--- src/rtl/sdr_pkg.sv ---
package sdr_pkg;
  typedef enum logic [2:0] {
    S_IDLE, S_TOKEN, S_DATA, S_CRC_HI, S_CRC_LO
  } sdr_state_e;

  localparam logic [7:0] BYTE_IDLE = 8'hFF;
  localparam logic [7:0] TOK_START = 8'hFE;
  localparam logic [7:0] ST_OK     = 8'h00;
  localparam logic [7:0] ST_CRC    = 8'h08;
  localparam logic [7:0] ST_GEN    = 8'h80;

  function automatic logic [15:0] crc16_byte(input logic [15:0] c, input logic [7:0] b);
    logic [15:0] r;
    logic        fb;
    r = c;
    for (int i = 7; i >= 0; i--) begin
      fb = r[15] ^ b[i];
      r  = {r[14:0], 1'b0};
      if (fb) r = r ^ 16'h1021;
    end
    return r;
  endfunction
endpackage

--- src/rtl/sdr_crc16.sv ---
module sdr_crc16 (
  input  logic        clk_i,
  input  logic        rst_ni,
  input  logic        clr_i,
  input  logic        en_i,
  input  logic [7:0]  byte_i,
  output logic [15:0] crc_o
);
  import sdr_pkg::*;

  logic [15:0] crc_q;

  always_ff @(posedge clk_i or negedge rst_ni) begin
    if (!rst_ni)     crc_q <= '0;
    else if (clr_i)  crc_q <= '0;
    else if (en_i)   crc_q <= crc16_byte(crc_q, byte_i);
  end

  assign crc_o = crc_q;

  a_r5_clr_zero: assert property (@(posedge clk_i) disable iff (!rst_ni)
    clr_i |=> (crc_q == 16'h0000));
endmodule

--- src/rtl/sdr_poll_timer.sv ---
module sdr_poll_timer #(
  parameter int LIMIT = 3000000
) (
  input  logic clk_i,
  input  logic rst_ni,
  input  logic clr_i,
  input  logic inc_i,
  output logic expire_o
);
  localparam int CW = $clog2(LIMIT + 1);

  logic [CW-1:0] cnt_q;

  assign expire_o = inc_i && (cnt_q == CW'(LIMIT - 1));

  always_ff @(posedge clk_i or negedge rst_ni) begin
    if (!rst_ni)                  cnt_q <= '0;
    else if (clr_i)               cnt_q <= '0;
    else if (inc_i && !expire_o)  cnt_q <= cnt_q + 1'b1;
  end

  a_r2_cnt_bounded: assert property (@(posedge clk_i) disable iff (!rst_ni)
    cnt_q < CW'(LIMIT));
endmodule

--- src/rtl/sdr_blk_rd.sv ---
module sdr_blk_rd #(
  parameter int POLL_LIMIT = 3000000,
  parameter int CNT_W      = 16,
  parameter int LEN_W      = 10
) (
  input  logic             clk_i,
  input  logic             rst_ni,
  input  logic             start_i,
  input  logic [CNT_W-1:0] blk_cnt_i,
  input  logic [LEN_W-1:0] blk_len_i,
  input  logic             crc_en_i,
  input  logic             rx_vld_i,
  input  logic [7:0]       rx_byte_i,
  output logic             busy_o,
  output logic             data_vld_o,
  output logic [7:0]       data_o,
  output logic             done_o,
  output logic [7:0]       status_o
);
  import sdr_pkg::*;

  sdr_state_e       state_q;
  logic [CNT_W-1:0] cnt_q;
  logic [LEN_W-1:0] len_q, idx_q;
  logic             crc_en_q;
  logic [7:0]       hi_q, data_q, status_q;
  logic             data_vld_q, done_q;
  logic [15:0]      crc_calc;
  logic             poll_expire;

  logic in_token, in_data;
  assign in_token = (state_q == S_TOKEN);
  assign in_data  = (state_q == S_DATA);

  sdr_poll_timer #(.LIMIT(POLL_LIMIT)) u_poll (
    .clk_i    (clk_i),
    .rst_ni   (rst_ni),
    .clr_i    (!in_token),
    .inc_i    (in_token && rx_vld_i && (rx_byte_i == BYTE_IDLE)),
    .expire_o (poll_expire)
  );

  sdr_crc16 u_crc (
    .clk_i  (clk_i),
    .rst_ni (rst_ni),
    .clr_i  (in_token),
    .en_i   (in_data && rx_vld_i),
    .byte_i (rx_byte_i),
    .crc_o  (crc_calc)
  );

  always_ff @(posedge clk_i or negedge rst_ni) begin
    if (!rst_ni) begin
      state_q    <= S_IDLE;
      cnt_q      <= '0;
      len_q      <= '0;
      idx_q      <= '0;
      crc_en_q   <= 1'b0;
      hi_q       <= '0;
      data_q     <= '0;
      status_q   <= ST_OK;
      data_vld_q <= 1'b0;
      done_q     <= 1'b0;
    end else begin
      data_vld_q <= 1'b0;
      done_q     <= 1'b0;
      unique case (state_q)
        S_IDLE: if (start_i) begin
          status_q <= ST_OK;
          cnt_q    <= blk_cnt_i;
          len_q    <= blk_len_i;
          crc_en_q <= crc_en_i;
          if (blk_cnt_i == '0) done_q  <= 1'b1;
          else                 state_q <= S_TOKEN;
        end
        S_TOKEN: if (rx_vld_i) begin
          if (rx_byte_i == TOK_START) begin
            idx_q   <= '0;
            state_q <= (len_q == '0) ? S_CRC_HI : S_DATA;
          end else if (rx_byte_i != BYTE_IDLE || poll_expire) begin
            state_q  <= S_IDLE;
            done_q   <= 1'b1;
            status_q <= ST_GEN;
          end
        end
        S_DATA: if (rx_vld_i) begin
          data_q     <= rx_byte_i;
          data_vld_q <= 1'b1;
          idx_q      <= idx_q + 1'b1;
          if (idx_q == len_q - 1'b1) state_q <= S_CRC_HI;
        end
        S_CRC_HI: if (rx_vld_i) begin
          hi_q    <= rx_byte_i;
          state_q <= S_CRC_LO;
        end
        S_CRC_LO: if (rx_vld_i) begin
          if (crc_en_q && ({hi_q, rx_byte_i} != crc_calc)) begin
            state_q  <= S_IDLE;
            done_q   <= 1'b1;
            status_q <= ST_CRC;
          end else if (cnt_q == CNT_W'(1)) begin
            cnt_q    <= '0;
            state_q  <= S_IDLE;
            done_q   <= 1'b1;
            status_q <= ST_OK;
          end else begin
            cnt_q   <= cnt_q - 1'b1;
            state_q <= S_TOKEN;
          end
        end
        default: state_q <= S_IDLE;
      endcase
    end
  end

  assign busy_o     = (state_q != S_IDLE);
  assign data_vld_o = data_vld_q;
  assign data_o     = data_q;
  assign done_o     = done_q;
  assign status_o   = status_q;

  a_r9_done_pulse: assert property (@(posedge clk_i) disable iff (!rst_ni)
    done_o |=> !done_o);
  a_r8_idle_at_done: assert property (@(posedge clk_i) disable iff (!rst_ni)
    done_o |-> !busy_o);
  a_r4_data_in_xfer: assert property (@(posedge clk_i) disable iff (!rst_ni)
    data_vld_o |-> (busy_o && !done_o));
  a_r9_status_hold: assert property (@(posedge clk_i) disable iff (!rst_ni)
    (!busy_o && !start_i) |=> $stable(status_o));
  a_r1_busy_after_start: assert property (@(posedge clk_i) disable iff (!rst_ni)
    (!busy_o && start_i && (blk_cnt_i != '0)) |=> busy_o);
endmodule

--- config.mk ---
export PLATFORM = sky130hd
export DESIGN_NAME = sdr_blk_rd
export DESIGN_NICKNAME = d
export VERILOG_FILES = /design/src/rtl/sdr_pkg.sv /design/src/rtl/sdr_crc16.sv /design/src/rtl/sdr_poll_timer.sv /design/src/rtl/sdr_blk_rd.sv
export SDC_FILE = /design/constraint.sdc
export NUM_CORES = 1
export LEC_CHECK = 0
export ABC_CLOCK_PERIOD_IN_PS = 3400
export BUFFER_PORTS_ARGS = -buffer_cell sky130_fd_sc_hd__buf_4
export CAP_MARGIN = 25
export CORE_UTILIZATION = 52
export CTS_BUF_LIST = sky130_fd_sc_hd__clkbuf_8
export CTS_CLUSTER_DIAMETER = 30
export DETAILED_ROUTE_END_ITERATION = 16
export PLACE_DENSITY = 0.72
export SKIP_CTS_REPAIR_TIMING = 1
export SYNTH_ARGS = -nofsm -noshare
export SYNTH_HDL_FRONTEND = slang
export SYNTH_SLANG_ARGS = --single-unit
--- constraint.sdc ---
create_clock -name clk_i -period 3.4 [get_ports clk_i]
set_input_delay 0.51 -clock clk_i [delete_from_list [all_inputs] [get_ports clk_i]]
set_output_delay 0.51 -clock clk_i [all_outputs]
set_load 0.02 [all_outputs]
### Yosys cells after proc, flatten, opt, wreduce, memory -nomap -nowiden

Cells that the tools add are included.

| word-level totals | value |
|---|---|
| output and inout bits | 19 |
| input bits | 39 |
| bits in registers | 104 |
| logic and storage cells | 147 |

| operators by class | value |
|---|---|
| bitwise logic cells | 16 |
| equality and inequality tests | 25 |
| reductions and logical operators | 23 |
| add/subtract/negate cells | 4 |
| multiplexer cells | 67 |

Operators by type and width:

| cell | number |
|---|---|
| 16-bit 2-to-1 mux | 20 |
| 13-bit 2-to-1 mux | 8 |
| 8-bit 2-to-1 mux | 7 |
| 22-bit 2-to-1 mux | 2 |
| 16-bit one-hot mux with 2 select lines | 1 |
| 10-bit 2-to-1 mux | 3 |
| 3-bit 2-to-1 mux | 9 |
| 3-bit NOT | 8 |
| 8-bit one-hot mux with 3 select lines | 1 |
| 22-bit by 1-bit adder with 22-bit output (second input constant) | 1 |
| 22-bit == test (second input constant) | 1 |
| 10-bit one-hot mux with 2 select lines | 1 |
| 16-bit by 1-bit == test with 1-bit output (second input constant) | 1 |
| 8-bit == test (second input constant) | 2 |
| 16-bit zero test | 1 |
| 16-bit != test | 1 |
| 2-bit != test (second input constant) | 8 |
| 16-bit by 1-bit subtractor with 16-bit output (second input constant) | 1 |
| 3-bit one-hot mux with 5 select lines | 1 |
| 1-bit 2-to-1 mux | 13 |
| 10-bit by 1-bit adder with 10-bit output (second input constant) | 1 |
| 10-bit == test | 1 |
| 10-bit zero test | 1 |
| 10-bit by 1-bit subtractor with 10-bit output (second input constant) | 1 |
| other kinds (19) | 41 |

### Depth between registers and ports, before layout

Gate-level depths: netlist of the first run.

| depth | value |
|---|---|
| depth in word-level cells | 32 |
| depth in mapped cells | 9 |
| gate-level depth less buffers | 8 |

### By module

A second synthesis of the first run with hierarchy kept.

| unflattened totals | value |
|---|---|
| cells, all modules | 602 |
| area, all modules | 5856.9 sq um |

By module, submodules not included:

| module | sequential area each (sq um) | instances | cells an instance | area an instance (sq um) |
|---|---|---|---|---|
| sdr_blk_rd | 1501.4 | 1 | 394 | 3594.7 |
| sdr_poll_timer | 550.5 | 1 | 129 | 1218.7 |
| sdr_crc16 | 400.4 | 1 | 79 | 1043.5 |

### Worst setup path before layout of the first run

Ideal clock, no wire load.

| path | value |
|---|---|
| path type | flip-flop to flip-flop |
| start | reg len_q[0] |
| end | reg state_q[0] |
| path slack | 0.967 ns |
| stages on the path, launching flop included | 9 |
| required time | 3.306 ns |
| buffers on the path | 0 |
| setup time | 0.094 ns |
| arrival time | 2.339 ns |
| clock period less this slack | 2.433 ns |
| cells stage by stage | dfrtp_1 > inv_1 > ha_1 > or4b_2 > nor4b_1 > o21a_1 > o21bai_1 > a2111o_1 > a211oi_1 |

| on the way | value |
|---|---|
| word-level cells in the longest chain between the ends | 5 |
| elaborated cells between the ends (all ways) | 9 |
| those cells by class | add/sub (1); eq/ne (2); mux (4); reduce/logical (2) |

RTL lines:

| what | RTL line | text |
|---|---|---|
| from (decl) | sdr_blk_rd.sv:24 | `logic [LEN_W-1:0] len_q, idx_q;` |
| from (signal assigned) | sdr_blk_rd.sv:71 | `len_q <= blk_len_i;` |
| parallel branches: the longest is 5 deep, another holds 10-bit by 1-bit subtractor with 10-bit output | n/a |  |
| to (signal assigned) | sdr_blk_rd.sv:79 | `state_q <= (len_q == '0) ? S_CRC_HI : S_DATA;` |
| to (decl) | sdr_blk_rd.sv:22 | `sdr_state_e state_q;` |

Parallel ways; which one is timed is not known. The select of a mux whose other input is x is not followed.
A chain may end at the register's enable or synchronous reset.

### Worst setup path after layout of the first run

| path | value |
|---|---|
| start | reg state_q[0] |
| end | reg u_poll.cnt_q[16] |

| on the way | value |
|---|---|
| word-level cells in the longest chain between the ends | 7 |
| elaborated cells between the ends (all ways) | 8 |
| those cells by class | eq/ne (2); mux (1); reduce/logical (5) |

RTL lines:

| what | RTL line | text |
|---|---|---|
| 3-bit by 1-bit == test with 1-bit output (*) | sdr_blk_rd.sv:32 | `assign in_token = (state_q == S_TOKEN);` |
| 1-bit logical AND (2 in series) | sdr_blk_rd.sv:39 | `.inc_i (in_token && rx_vld_i && (rx_byte_i == BYTE_IDLE)),` |
| 1-bit logical AND | sdr_poll_timer.sv:14 | `assign expire_o = inc_i && (cnt_q == CW'(LIMIT - 1));` |
| 1-bit zero test | sdr_poll_timer.sv:19 | `else if (inc_i && !expire_o) cnt_q <= cnt_q + 1'b1;` |
| 1-bit logical AND | sdr_poll_timer.sv:19 |  |
| 2-bit by 1-bit != test with 1-bit output (no line) | n/a |  |
| to (signal assigned) | sdr_poll_timer.sv:19 |  |
| to (decl) | sdr_poll_timer.sv:12 | `logic [CW-1:0] cnt_q;` |

Every way passes the cells marked *; elsewhere a longest branch is shown, timed or not.

==> results of run 1 <==
worst max-delay path by stage:
stage                                start                           end  cells after the start
detailed placement  state_q[2]$_DFFE_PN0P_  u_poll.cnt_q[16]$_DFFE_PN0P_                      6
CTS                 state_q[0]$_DFFE_PN0P_  u_poll.cnt_q[16]$_DFFE_PN0P_                      6
global placement    state_q[2]$_DFFE_PN0P_  u_poll.cnt_q[16]$_DFFE_PN0P_                      6
finish              state_q[0]$_DFFE_PN0P_  u_poll.cnt_q[16]$_DFFE_PN0P_                      6
global route        state_q[2]$_DFFE_PN0P_  u_poll.cnt_q[16]$_DFFE_PN0P_                      6
floorplan             len_q[0]$_DFFE_PN0P_        state_q[0]$_DFFE_PN0P_                      8
state kept, by name, indices dropped and copies added, names as in the netlist:
register	cells
crc_en_q	1
status_o	2
u_crc.crc_o	16
len_q	10
cnt_q	16
hi_q	8
data_o	8
data_vld_o	1
idx_q	10
done_o	1
state_q	3
u_poll.cnt_q	22
final cells by class:
type / count / area [um^2] / area share
flip-flops and latches: 98 / 2450 / 0.398
clock buffers: 9 / 124 / 0.0201
inverters: 14 / 52.6 / 0.00852
repair buffers: 58 / 435 / 0.0706
multi-input cells: 452 / 2830 / 0.459
clock inverters: 7 / 98.8 / 0.0160
well taps: 136 / 170 / 0.0276
cells by family after synthesis:
| logic type | after synthesis | share of synthesized area |
|---|---|---|
| mux | 20 | 0.0406 |
| fa+ha+maj | 5 | 0.0114 |
| compound gates | 128 | 0.140 |
| other cells | 1 | 0.000684 |
| flops | 98 | 0.447 |
| buf+inv | 48 | 0.0395 |
| simple gates | 225 | 0.212 |
| xor+xnor | 68 | 0.109 |
metrics by stage:
step / setup slack (ns) / area (um^2) / total power, uW
6_report: 0.607 / 6170 / 3530
3_3_place_gp: 0.699 / 5940 / 2660
2_1_floorplan: 0.967 / 5500 / 2360
4_1_cts: 0.603 / 6170 / 3550
5_1_grt: 0.414 / 6170 / 3750
3_5_place_dp: 0.631 / 5940 / 2710
Yosys cell counts, types with 5 or more instances:
cell type | n | area share
a32oi_1 | 6 | 0.0096
and3_1 | 13 | 0.015
buf_4 | 7 | 0.0096
clkbuf_1 | 21 | 0.014
nor3_1 | 18 | 0.016
inv_1 | 13 | 0.0089
dfrtp_1 | 98 | 0.45
nor2_1 | 40 | 0.027
nor4_2 | 8 | 0.018
nor4_1 | 13 | 0.015
nand4_1 | 12 | 0.014
nand3_1 | 25 | 0.023
a21oi_1 | 18 | 0.016
xor2_1 | 16 | 0.026
mux2_2 | 18 | 0.037
o21ai_0 | 71 | 0.065
xnor2_1 | 52 | 0.083
ha_1 | 5 | 0.011
nand2_1 | 70 | 0.048
power by group through the flow:
stage	registers, uW	logic (uW)	clock network, uW
2_1_floorplan	1590	772	0
3_3_place_gp	1620	1040	0
3_5_place_dp	1630	1080	0
4_1_cts	1610	1080	863
5_1_grt	1650	1200	900
6_report	1620	1070	840
worst reg2reg max path: cells and delay by family, from the launching register on:
kind               cells  cell delay [ns]
and+or+nand+nor        4             1.53
DFF                    1             0.54
AOI/OAI and AO/OA      1             0.46
muxes                  1             0.14
layer usage:
| layer | global-route usage | routed length [um] | vias up |
|---|---|---|---|
| met2 | 0.393 | 6130 | 81 |
| li1 | - | - | 2181 |
| met1 | 0.303 | 5460 | 2174 |
| met3 | 0.0337 | 392 | 14 |
| met4 | 0.0775 | 192 | 0 |
| met5 | 0 | 0 | - |
==> out/results.ini, run 1 <==
[place]
routabilityCongestion = 0.902
place_hpwl_um = 8570
port_buffers = 51
placedCellCount = 758

[routing]
drt-pass1-iter-count = 4
drt_iter0_drc = 231
drc = 0
vias_per_cell = 5.75
vias = 4450
drt-total-wl_um = 12200
ant_nets = 0
wl_per_cell_um = 15.7

[sta]
finalMaxSlewViolations = 0
rsz0062_at_grt = false
max_freq_mhz = 358
whs_ns = 0.184
max_slew_margin = 0.371
tightestPinTransition_ns = 0.932
hold_viol_final = 0
final.setup_skew_ns = 0.00981
min_period_ns = 2.79
tns_ns = 0
setup_viol = 0
finalCritPeriodShare = 0.822

[cts]
cts_buffers = 9
ctsHtreeMaxLevel = 3
clock_latency_ns = 0.37
root_buffer = clkbuf_8
cts_tree = yes
cts_max_path_buffers = 2
clk_pin_slew_ns = 0.10
cts_sinks = 98

[critical_path]
cp_max_fo = 25
startpoint_type = flip-flop
path_delay_family = simple AND/OR/NAND/NOR gates
crit_required_ns = 3.66
slowest_delay_ns = 0.54
rrSetupSlack_ns = 0.61
rr_worst_depth = 6
timing.rr.end = u_poll.cnt_q[16]$_DFFE_PN0P_
crit_buf_inv = 0
endpoint_kind = flip-flop
timing.rr.start = state_q[0]$_DFFE_PN0P_
worstPathCellList = or3b_1 > or4_1 > a21o_1 > nor4_1 > nand3_1 > mux2i_1
cp_data_arrival_time_ns = 3.05
crit_type = flip-flop to flip-flop
cp_slowest_cell = dfrtp_1

[synth]
yosysWarnings = 0
synth-main-ff-cell = dfrtp_1
synth_edf_count = 0
ys_seq_area_frac = 0.447
ys_ff_latch = 98
netlist_area_mm2 = 0.00548
syn_inst = 593
syn_area_per_cell_um2 = 9.25
synth_cell_types = 60
synthArstFlopShare = 1.00

[floorplanning]
core_mm2 = 0.0103
die-area_mm2 = 0.0110
initial_core_util = 0.533
io_pins = 58
die_w_um = 105
die-height_um = 105
rows = 37

[grt]
grt_pass1_vias = 4320
antenna_found_initial = 0
grt_pass1_wl_um = 20600
globalRoute.totalOverflow = 0
grt_usage = 0.231
grt_max_degree = 58

[run]
maxCapViolations = 0

[pwr]
clkPwrFrac = 0.238
p_per_area_mw_per_mm2 = 572
pwr-share-seq = 0.458
total_leakage_power_uw = 0.00263
p_sw_uw = 1250
ir_drop_v = 0.000273
switching_share = 0.355
power.internal_uw = 2280
p_comb_frac = 0.304

[final_layout]
mostFrequentLayoutCell = dfrtp_1
most-common-layout-cells = 98 x dfrtp_1, 71 x o21ai_0, 70 x nand2_1
final_nets = 677
final_util = 0.600
fin_cells = 774
antenna_cells = 0
num-fill-cells = 880
area_delta_synth_final_pct = 12.5
drive_gt1_frac = 0.163

[worst_hold_path]
worstHoldPathType = primary input to asynchronous set/reset pin

[outcome]
outcome = complete, no violations

No activity file was read; power rests on OpenSTA's default activity.
==> run 2: changes to the inputs <==
Settings changed: ABC_CLOCK_PERIOD_IN_PS 3400 to 2630.
Clock period 3.4 ns to 2.63 ns, I/O delays scaled along.
==> run 2 against run 1 <==
Compared with the run above:
- the run now ends with negative hold slack left
- non-clock buffer count up 8
- critical path depth is the same
- count of clock-buffer cells in the layout grew 3
- worst hold slack got worse by 0.21 ns
- maximum frequency up 15%
- sequential power rose by 28%
- critical endpoint is now u_poll.cnt_q[3]$_DFFE_PN0P_
- highest routed layer unchanged
==> out/results.ini, run 2 (synthesis results as in run 1) <==
[floorplanning]
die_w_um = 105  ; unchanged
rows = 37  ; unchanged
core_mm2 = 0.0103  ; unchanged
io_pins = 58  ; unchanged
die-height_um = 105  ; unchanged
initial_core_util = 0.533  ; unchanged
die-area_mm2 = 0.0110  ; unchanged

[pwr]
p_per_area_mw_per_mm2 = 721  ; +26%
total_leakage_power_uw = 0.00267  ; +1.4%
ir_drop_v = 0.000303  ; +11%

[outcome]
violations = negative hold slack
outcome = finished with violations

[critical_path]
crit_required_ns = 2.93  ; -0.73 ns
path_delay_family = simple AND/OR/NAND/NOR gates
crit_buf_inv = 1  ; +1
endpoint_kind = flip-flop
crit_type = flip-flop to flip-flop
cp_data_arrival_time_ns = 2.73  ; -0.32 ns
cp_slowest_cell = or4_1
timing.rr.start = state_q[2]$_DFFE_PN0P_
cp_max_fo = 15  ; -40%
startpoint_type = flip-flop
crit_path_start = state_q[2]$_DFFE_PN0P_
worstPathCellList = or3b_1 > or4_1 > a21o_2 > buf_4 > or3_1 > a21oi_1
slowest_delay_ns = 0.52  ; -0.02 ns

[worst_hold_path]
worstHoldPathType = primary input to asynchronous set/reset pin

[sta]
tns_ns = 0  ; unchanged
final.setup_skew_ns = 0.00796  ; -0.00185 ns
finalCritPeriodShare = 0.922  ; +0.101
max_slew_margin = 0.569  ; +0.199
hold_viol_final = 24  ; +24
finalMaxSlewViolations = 0  ; unchanged
tightestPinTransition_ns = 0.644  ; -0.288 ns
setup_viol = 0  ; unchanged
rsz0062_at_grt = false
whs_ns = -0.0231  ; -0.207 ns
min_period_ns = 2.43  ; -0.368 ns
max_freq_mhz = 412  ; +15%
worst_slack_ns = 0.204  ; -0.402 ns

[final_layout]
final_util = 0.606  ; +0.00560
final_nets = 685  ; +1.2%
drive_gt1_frac = 0.176  ; +0.0135
area_delta_synth_final_pct = 13.5
largest_reg_flops = 22  ; unchanged
multi_input_area_mm2 = 0.00285  ; +0.62%
mostFrequentLayoutCell = dfrtp_1
fin_area_mm2 = 0.00622  ; +0.93%
most-common-layout-cells = 98 x dfrtp_1, 71 x o21ai_0, 70 x nand2_1
num-fill-cells = 898  ; +2.0%
seqCellArea_mm2 = 0.00245  ; unchanged
antenna_cells = 0  ; unchanged
regMostFlops = u_poll.cnt_q

[cts]
cts_buffers = 9  ; unchanged
ctsHtreeMaxLevel = 3  ; unchanged
cts_max_path_buffers = 2  ; unchanged
clock_latency_ns = 0.38  ; about the same
clk_pin_slew_ns = 0.10  ; about the same
root_buffer = clkbuf_8
cts_sinks = 98  ; unchanged
cts_tree = yes

[grt]
grt_pass1_wl_um = 21200  ; +2.7%
grt_max_degree = 61  ; +5.2%
antenna_found_initial = 0  ; unchanged
globalRoute.totalOverflow = 0  ; unchanged
grt_pass1_vias = 4433  ; +2.6%
grt_usage = 0.239  ; +0.00803

[place]
port_buffers = 51  ; unchanged
dp_slack_ns = 0.0196  ; -0.611 ns
routabilityCongestion = 0.855  ; -5.3%
dpl_cell_area_mm2 = 0.00602  ; +1.2%
place_hpwl_um = 8530  ; -0.41%

[routing]
ant_nets = 0  ; unchanged
vias_per_cell = 5.76  ; +0.16%
drt-pass1-iter-count = 4  ; unchanged
vias = 4503  ; +1.2%
drt-total-wl_um = 12200  ; +0.57%
wl_per_cell_um = 15.7  ; -0.46%
drc = 0  ; unchanged
drt_iter0_drc = 244  ; +5.6%

[run]
maxCapViolations = 0  ; unchanged

==> run 2: per-stage QoR <==
stage,instances,total power (uW)
final,782,4490
after detailed placement,766,3540
after global placement,766,3480
after global routing,782,4790
after floorplan,598,3050
after CTS,782,4500
==> run 2: worst paths after layout <==
check,endpoint,slack (ns),cells past startpoint
setup reg to reg,u_poll.cnt_q[3]$_DFFE_PN0P_,0.20,6
setup / recovery,u_poll.cnt_q[3]$_DFFE_PN0P_,0.20,6
min in group clk_i,len_q[9]$_DFFE_PN0P_,0.24,2
hold reg to reg,data_o[1]$_DFFE_PN0P_,0.49,2
hold / removal,data_vld_o$_DFF_PN0_,-0.02,1
max in group asynchronous,u_poll.cnt_q[4]$_DFFE_PN0P_,1.97,2
==> run 2: worst reg2reg max path: cells and delay by family (launching register included) <==
family | cells | cell delay (ns)
AND/OR/NAND/NOR | 3 | 1.25
flip-flops | 1 | 0.39
AO/OA/AOI/OAI | 2 | 0.49
buffers and inverters | 1 | 0.22
==> run 2: final cells by class <==
type / instances / share of cell area
Inverter: 14 / 0.00844
Tap cell: 136 / 0.0273
Clock inverter: 4 / 0.00402
Clock buffer: 12 / 0.0265
Sequential cell: 98 / 0.394
Multi-Input combinational cell: 452 / 0.458
Timing Repair Buffer: 66 / 0.0816
==> run 2: where the power goes <==
group	switching (uW)	leakage [uW]	internal (uW)
Clock	532	0.000100	421
Sequential	275	0.00131	1790
Combinational	816	0.00126	652
==> run 2: per-layer routing <==
layer  GRT usage  wire length, um  up-vias
met1       0.325             5660     2197
met2       0.386             5920      100
met4      0.0815              202        0
met3      0.0455              456       14
li1            -                -     2192
met5           0                0        -
